### src/rtl/blank_pkg.sv
package blank_pkg;
  // Register addresses of the configuration write port
  localparam logic [3:0] A_HSTART_LO = 4'd0;
  localparam logic [3:0] A_HSTART_HI = 4'd1;
  localparam logic [3:0] A_HEND      = 4'd2;
  localparam logic [3:0] A_VSTART_LO = 4'd3;
  localparam logic [3:0] A_VSTART_HI = 4'd4;
  localparam logic [3:0] A_VEND_LO   = 4'd5;
  localparam logic [3:0] A_VEND_HI   = 4'd6;
  localparam logic [3:0] A_CTRL      = 4'd7;
  localparam logic [3:0] A_LLAST_LO  = 4'd8;
  localparam logic [3:0] A_LLAST_HI  = 4'd9;

  // Even-field offsets for the two line standards
  localparam int unsigned EVEN_OFS_525 = 262;
  localparam int unsigned EVEN_OFS_625 = 313;
endpackage

### src/rtl/blank_regs.sv
module blank_regs
  import blank_pkg::*;
#(
  parameter int HW  = 10,
  parameter int HEW = 8,
  parameter int VSW = 9
) (
  input  logic           clk,
  input  logic           rst_n,
  input  logic           wr,
  input  logic [3:0]     addr,
  input  logic [7:0]     wdata,
  output logic [HW-1:0]  hstart,
  output logic [HEW-1:0] hend,
  output logic [VSW-1:0] vstart,
  output logic [VSW-1:0] vend,
  output logic [HW-1:0]  line_last,
  output logic           drive_en
);
  localparam int HHI = HW - 8;
  localparam int VHI = VSW - 8;

  logic [7:0] hs_lo_q, vs_lo_q, ve_lo_q, ll_lo_q;

  always_ff @(posedge clk) begin
    if (!rst_n) begin
      hs_lo_q   <= 8'h4A;
      vs_lo_q   <= 8'h03;
      ve_lo_q   <= 8'h16;
      ll_lo_q   <= 8'h59;
      hstart    <= HW'(10'h34A);
      hend      <= HEW'(8'h7A);
      vstart    <= VSW'(9'd3);
      vend      <= VSW'(9'd22);
      line_last <= HW'(10'd857);
      drive_en  <= 1'b0;
    end else if (wr) begin
      unique case (addr)
        A_HSTART_LO: hs_lo_q <= wdata;
        A_HSTART_HI: hstart  <= {wdata[HHI-1:0], hs_lo_q};
        A_HEND:      hend    <= wdata[HEW-1:0];
        A_VSTART_LO: vs_lo_q <= wdata;
        A_VSTART_HI: vstart  <= {wdata[VHI-1:0], vs_lo_q};
        A_VEND_LO:   ve_lo_q <= wdata;
        A_VEND_HI:   vend    <= {wdata[VHI-1:0], ve_lo_q};
        A_CTRL:      drive_en <= wdata[0];
        A_LLAST_LO:  ll_lo_q <= wdata;
        A_LLAST_HI:  line_last <= {wdata[HHI-1:0], ll_lo_q};
        default: ;
      endcase
    end
  end
endmodule

### src/rtl/blank_counters.sv
module blank_counters #(
  parameter int HW = 10,
  parameter int VW = 10
) (
  input  logic          clk,
  input  logic          rst_n,
  input  logic          hsync_lead,
  input  logic          vsync_lead,
  input  logic          field_odd,
  input  logic [HW-1:0] line_last,
  output logic [HW-1:0] hcnt,
  output logic [VW-1:0] vcnt
);
  always_ff @(posedge clk) begin
    if (!rst_n)                hcnt <= '0;
    else if (hsync_lead)       hcnt <= '0;
    else if (hcnt == line_last) hcnt <= '0;
    else                       hcnt <= hcnt + 1'b1;
  end

  always_ff @(posedge clk) begin
    if (!rst_n)                       vcnt <= '0;
    else if (vsync_lead && field_odd) vcnt <= '0;
    else if (hsync_lead)              vcnt <= vcnt + 1'b1;
  end
endmodule

### src/rtl/blank_window.sv
module blank_window
  import blank_pkg::*;
#(
  parameter int HW  = 10,
  parameter int HEW = 8,
  parameter int VW  = 10,
  parameter int VSW = 9
) (
  input  logic           clk,
  input  logic           rst_n,
  input  logic [HW-1:0]  hcnt,
  input  logic [VW-1:0]  vcnt,
  input  logic [HW-1:0]  hstart,
  input  logic [HEW-1:0] hend,
  input  logic [VSW-1:0] vstart,
  input  logic [VSW-1:0] vend,
  input  logic           field_odd,
  input  logic           std_625,
  input  logic           drive_en,
  output logic           blank,
  output logic           blank_oe
);
  logic [VW-1:0] ofs, vs_eff, ve_eff;
  logic          h_win, v_win;

  always_comb begin
    if (field_odd)    ofs = '0;
    else if (std_625) ofs = VW'(EVEN_OFS_625);
    else              ofs = VW'(EVEN_OFS_525);
    vs_eff = VW'(vstart) + ofs;
    ve_eff = VW'(vend) + ofs;
    h_win  = (hcnt >= hstart) || (hcnt < HW'(hend));
    v_win  = (vcnt >= vs_eff) && (vcnt < ve_eff);
  end

  always_ff @(posedge clk) begin
    if (!rst_n) begin
      blank    <= 1'b0;
      blank_oe <= 1'b0;
    end else begin
      blank    <= drive_en && (h_win || v_win);
      blank_oe <= drive_en;
    end
  end
endmodule

### src/rtl/blank_window_gen.sv
module blank_window_gen #(
  parameter int HW  = 10,
  parameter int HEW = 8,
  parameter int VW  = 10,
  parameter int VSW = 9
) (
  input  logic       clk,
  input  logic       rst_n,
  input  logic       cfg_wr,
  input  logic [3:0] cfg_addr,
  input  logic [7:0] cfg_wdata,
  input  logic       hsync_lead,
  input  logic       vsync_lead,
  input  logic       field_odd,
  input  logic       std_625,
  output logic       blank,
  output logic       blank_oe
);
  logic [HW-1:0]  hstart, line_last, hcnt;
  logic [HEW-1:0] hend;
  logic [VSW-1:0] vstart, vend;
  logic [VW-1:0]  vcnt;
  logic           drive_en;

  blank_regs #(.HW(HW), .HEW(HEW), .VSW(VSW)) u_regs (
    .clk(clk), .rst_n(rst_n), .wr(cfg_wr), .addr(cfg_addr), .wdata(cfg_wdata),
    .hstart(hstart), .hend(hend), .vstart(vstart), .vend(vend),
    .line_last(line_last), .drive_en(drive_en)
  );

  blank_counters #(.HW(HW), .VW(VW)) u_cnt (
    .clk(clk), .rst_n(rst_n), .hsync_lead(hsync_lead), .vsync_lead(vsync_lead),
    .field_odd(field_odd), .line_last(line_last), .hcnt(hcnt), .vcnt(vcnt)
  );

  blank_window #(.HW(HW), .HEW(HEW), .VW(VW), .VSW(VSW)) u_win (
    .clk(clk), .rst_n(rst_n), .hcnt(hcnt), .vcnt(vcnt), .hstart(hstart),
    .hend(hend), .vstart(vstart), .vend(vend), .field_odd(field_odd),
    .std_625(std_625), .drive_en(drive_en), .blank(blank), .blank_oe(blank_oe)
  );
endmodule

### config.mk
export PLATFORM = sky130hd
export DESIGN_NAME = blank_window_gen
export DESIGN_NICKNAME = d
export VERILOG_FILES = /design/src/rtl/blank_pkg.sv /design/src/rtl/blank_regs.sv /design/src/rtl/blank_counters.sv /design/src/rtl/blank_window.sv /design/src/rtl/blank_window_gen.sv
export SDC_FILE = /design/constraint.sdc
export NUM_CORES = 1
export LEC_CHECK = 0
export ABC_CLOCK_PERIOD_IN_PS = 5600
export CAP_MARGIN = 5
export CORE_MARGIN = 4
export CORE_UTILIZATION = 43
export CTS_CLUSTER_SIZE = 20
export DETAILED_ROUTE_END_ITERATION = 8
export DONT_BUFFER_PORTS = 1
export SLEW_MARGIN = 20
export SYNTH_ARGS = -nofsm -noshare
export SYNTH_HDL_FRONTEND = slang
export SYNTH_SLANG_ARGS = --single-unit
### constraint.sdc
create_clock -name clk -period 5.6 [get_ports clk]
set_input_delay 0.56 -clock clk [delete_from_list [all_inputs] [get_ports clk]]
set_output_delay 0.56 -clock clk [all_outputs]
set_load 0.01 [all_outputs]
Word-level counts from Yosys, hierarchy flattened
Index checks and enable logic that the tools add are counted.

cells by class
  add/sub/neg operators = 4
  magnitude comparators = 4
  equality and inequality tests = 10
  muxes and demuxes = 2
  bitwise operators = 1
  reduce and logical (&&, ||, !) cells = 18

operators by type and width
  operator                                                               count
  10-bit by 1-bit adder with 10-bit output, second input constant        2
  9-bit by 10-bit adder with 10-bit output                               2
  10-bit >= comparator                                                   2
  2-bit AND reduction                                                    10
  4-bit by 3-bit equality test with 1-bit output, second input constant  4
  10-bit equality test                                                   1
  10-bit < comparator                                                    1
  10-bit by 8-bit < comparator with 1-bit output                         1
  10-bit two-way mux                                                     1
  4-bit by 2-bit equality test with 1-bit output, second input constant  2
  4-bit equality test, second input constant                             2
  6-bit two-way mux                                                      1
  4-bit by 1-bit equality test with 1-bit output, second input constant  1
  4-bit logical NOT                                                      1
  1-bit logical AND                                                      3
  3-bit OR reduction                                                     1
  1-bit logical OR                                                       2
  2-bit OR reduction                                                     1
  1-bit inverter                                                         1

word-level totals
  flip-flop bits (word level) = 101
  input bits = 19
  output and inout port bits = 2
  word-level logic and storage cells = 53

Depth between registers and ports, before layout
  depth in word-level cells = 7
  gate-level depth with buffers = 15
  mapped depth without buffers = 14

Hierarchy
From an unflattened synthesis, not the netlist that was laid out.

unflattened totals
  cells, all modules = 609
  area, all modules = 5561.6 µm²

modules (own cells, without submodules)
  module          instances  cells an instance  area each (µm²)  seq. area each (µm²)
  blank_regs      1          299                3050.4           1581.5
  blank_window    1          204                1567.8           40.0
  blank_counters  1          106                943.4            400.4

Least setup slack after synthesis
Ideal clock, no wire load.

  path type = input-to-reg
  start point = input port std_625
  end point = register u_win.blank
  library setup time = 95 ps
  arrival time = 3087 ps
  data required time = 5505 ps
  slack = 2418 ps
  cell stages on the path = 15
  buffers on the path = 1
  cells stage by stage = buf_4 nor2_1 xor2_1 ha_1 a21oi_1 nor4_2 o2bb2ai_1 a21oi_1 xnor2_1 ha_1 nand2_1 o21ai_0 a41o_1 o2111ai_1 o311ai_1

on the way
  cells in the longest elaborated chain, start to end = 7
  elaborated cells on any way between the ends = 9
  classes of those cells = 2 x add/sub; 2 x order compare; 2 x mux; 3 x reduce/logical

ends and longest elaborated chain
  item                                                                RTL line                                RTL
  start, declared                                                     blank_window_gen.sv:15                  input logic std_625,
  6-bit two-way mux *                                                 blank_window.sv:28                      else if (std_625) ofs = VW'(EVEN_OFS_625);
  10-bit two-way mux *                                                blank_window.sv:27                      if (field_odd) ofs = '0;
  9-bit by 10-bit adder with 10-bit output (on tied branches)         blank_window.sv:30, blank_window.sv:31
  10-bit >= comparator / 10-bit < comparator (equally long branches)  blank_window.sv:33                      v_win = (vcnt >= vs_eff) && (vcnt < ve_eff);
  1-bit logical AND *                                                 blank_window.sv:33
  1-bit logical OR *                                                  blank_window.sv:41                      blank <= drive_en && (h_win || v_win);
  1-bit logical AND *                                                 blank_window.sv:41
  end signal, assigned                                                blank_window.sv:41
  end, declared                                                       blank_window.sv:20                      output logic blank,

Mark *: on every way between the ends. The rest lies on a longest branch, timed or not.
A chain may end at the register's enable or synchronous reset.

Final worst setup path
Same ends and word-level chain as after synthesis.

==> results.toml <==
[setup_path]
crit_chain = "nor2b_2, and2_2, ha_1, a21oi_1, nor4_2, o2bb2ai_1, a21oi_1, xnor2_1, ha_1, nand2_1, o21ai_0, a41o_1, o2111ai_1, o311ai_1"
reg2reg_from = "u_regs.vstart[1]"
r2r_cells = 13
crit_required_ns = 5.83
worst_setup_path_end_kind = "flop"
cp.buffers_inverters = 0
cp_max_fo = 14
max_stage_delay_ns = 0.39
crit_path_start_kind = "input pin"
critPathKind = "in2reg"
crit_family = "compound AO/OA/AOI/OAI gates"
rrSetupSlack_ns = 2.58
worstPathArrival_ns = 3.39
r2r_end = "u_win.blank"
critPathSlowestCell = "nor2b_2"

[timing]
period_minus_slack_ns = 3.16
drv_slew = 0
rsz0062_at_grt = "no"
setup_slack_ns = 2.44
min_period_over_period_pct = 56.5
hold_viol_final = 0
fin_worst_skew_ns = 0.00756
fin_tns_setup_ns = 0
relSlewSlack_pct = 32.6
tightest_slew_ns = 1.01
setup_viol = 0
fmaxAchievable_mhz = 316

[synthesis]
synth_nets = 640
synth-main-ff-cell = "dfxtp_1"
ys.warnings.count = 0
synth.largest_area_cell = "dfxtp_1"
ys_seq_area_share_pct = 38.0
synth_area_um2 = 5320
async_flop_share_pct = 0
postSynthCellCount = 579
ys_types = 50
synth.top_cells.by_area = "dfxtp_1 38%, mux2i_1 12%, ha_1 9.9%, nand2_1 5.2%, nor2b_1 4.4%"
yosysTopAreaCellShare_pct = 38.0
synth_edf_count = 0
synth_seq_cells = 101
synth_area_per_cell_um2 = 9.18

[power]
leakagePower_nw = 2.31
p_switching_mw = 0.297
p_comb_share_pct = 4.4
powerDensity_nw_per_um2 = 246
swShare_pct = 21.1
ir_drop_mv = 0.139
intPower_mw = 1.11
power_frac_seq_pct = 52.0
clock_power_share_pct = 43.6

[floorplanning]
coreArea_um2 = 12100
ios = 21
start_util_pct = 44.1
dieWidth_um = 119
std_cell_rows = 40
die_y_um = 119
die-area_um2 = 14200

[route]
vias = 3860
final_antenna_net_count = 0
drtPass1Iterations = 5
wl_um = 11400
avgRoutedWirePerCell_um = 15.5
drc = 0
via_per_inst = 5.24
drt-initial-drc-count = 197

[min_path]
worstHoldStart = "rst_n"
hold_end = "u_regs.line_last[8]"
hold_path_class = "in2reg"
hold_depth = 1

[placed_design]
pre_cts_slack_ns = 2.12
dp_hpwl_um = 8410
place_congestion = 0.823
dp.cells = 724
portBuffers = 0

[clocking]
clkSinkCount = 101
post_cts_resized = 0
cts_hold_buf = 0
clk_path_buf_depth = 2
postCtsSetupRepairBufs = 0
cts.clk_slew.worst_paths_ns = 0.07
root_buffer = "clkbuf_16"
clock_latency_ns = 0.34
cts_buffers = 9
htreeDepth = 3
cts_tree = "done"

[cells_and_area]
fill_cells = 1132
stdcell_count = 737
area_growth_pct = 7.39
drive_above_1_share_pct = 4.04
diodes = 0
nets = 628

[run]
maxCapViolCount = 0

[grt]
grt_pass1_wl_um = 19100
gr-total-overflow = 0
grt_max_degree = 83
grt_pass1_vias = 3670
grt_usage_pct = 16.7
antenna_found_initial = 0

[outcome]
status = "complete, no violations"
[cell families (layout without fill, tap and decap cells)]
kind of cell / after synthesis / after routing / synth area share (%)
simple gates: 203 / 203 / 19.2
flops: 101 / 101 / 38.0
compound gates: 78 / 78 / 9.86
mux: 65 / 65 / 12.2
buf+inv: 47 / 37 / 3.74
xor+xnor: 43 / 43 / 7.08
fa+ha+maj: 42 / 42 / 9.88
[layer usage]
metal | wire [um] | up-vias | share of wire (%) | global-route usage, %
met5 | 0 | - | 0 | 0
met3 | 398 | 12 | 3.5 | 3.42
li1 | - | 1970 | - | -
met1 | 5900 | 1812 | 52 | 23.8
met2 | 4930 | 66 | 43 | 25.3
met4 | 167 | 0 | 1.5 | 5.58
[registers in the layout, indices dropped and copies added (netlist names)]
signal,flops
u_regs.vs_lo_q,8
u_cnt.hcnt,10
u_regs.hstart,10
u_regs.vstart,9
u_regs.line_last,10
u_regs.ve_lo_q,8
u_win.blank,1
u_regs.drive_en,1
u_win.blank_oe,1
u_regs.hend,8
u_regs.vend,9
u_regs.ll_lo_q,8
u_cnt.vcnt,10
u_regs.hs_lo_q,8
[Yosys cell counts (2+ instances only)]
master and instances:
clkbuf_1 12, a21o_1 2, inv_1 23, nor3_1 3
nand2b_1 4, o211ai_1 8, and3_1 6, nand4_1 6
dfxtp_1 101, o2111ai_1 2, nor2b_1 37, nor4_1 5
a211oi_1 2, xnor2_1 17, nand2_1 74, xor2_1 26
or3_1 4, and2_1 2, nand3_1 16, and2_2 2
o21ai_0 11, ha_1 42, buf_2 9, nand3b_1 4
o311a_1 2, a41oi_1 3, a21oi_1 24, a31oi_1 2
o2bb2ai_1 2, a21boi_0 10, o31ai_1 2, o21a_1 2
nor2_4 2, mux2i_1 65, nor2_1 32
[power groups by stage]
stage          Sequential (mW)  Clock (mW)  Combinational [mW]
5_1_grt                  0.732       0.662              0.0697
3_5_place_dp             0.748           0              0.0615
4_1_cts                  0.731       0.627              0.0620
3_3_place_gp             0.748           0              0.0592
6_report                 0.731       0.613              0.0613
2_1_floorplan            0.746           0              0.0611
[cell usage in the layout (no fill, tap or decap), types with 3 or more instances in the layout]
cell,n
nand3b_1,4
a21oi_1,24
nand4_1,6
and3_1,6
ha_1,42
a21boi_0,10
o21ai_0,11
nor2b_1,37
nor3_1,3
o211ai_1,8
inv_1,23
nand2_1,74
or3_1,4
dfxtp_1,101
nand2b_1,4
xnor2_1,17
xor2_1,26
nor4_1,5
nor2_1,32
mux2i_1,65
nand3_1,16
a41oi_1,3
clkbuf_16,9
[metrics by stage]
stage | util (%) | power, mW | cell area, um^2 | hold WS (ns)
6_report | 47.3 | 1.41 | 5710 | 0.295
5_1_grt | 47.3 | 1.46 | 5710 | 0.280
4_1_cts | 47.3 | 1.42 | 5710 | 0.282
3_5_place_dp | 45.0 | 0.809 | 5420 | 0.454
3_3_place_gp | 45.0 | 0.807 | 5420 | 0.450
2_1_floorplan | - | 0.807 | 5320 | 0.440
[cell type report]
| type | instances | area, um^2 | area share [%] |
|---|---|---|---|
| clock inverter | 3 | 47.5 | 0.833 |
| multi-input combinational | 431 | 3100 | 54.3 |
| sequential | 101 | 2020 | 35.4 |
| clock buffer | 10 | 239 | 4.19 |
| inverter | 24 | 90.1 | 1.58 |
| tap | 168 | 210 | 3.68 |
[how the worst max path moves through the flow]
stage            start     endpoint  slack [ns]  cells past startpoint
6_report       std_625  u_win.blank        2.44                     14
5_1_grt        std_625  u_win.blank        2.11                     14
4_1_cts        std_625  u_win.blank        2.48                     14
3_5_place_dp   std_625  u_win.blank        2.12                     14
2_1_floorplan  std_625  u_win.blank        2.42                     15
3_3_place_gp   std_625  u_win.blank        2.30                     14
No activity file was read; power rests on OpenSTA's default activity.
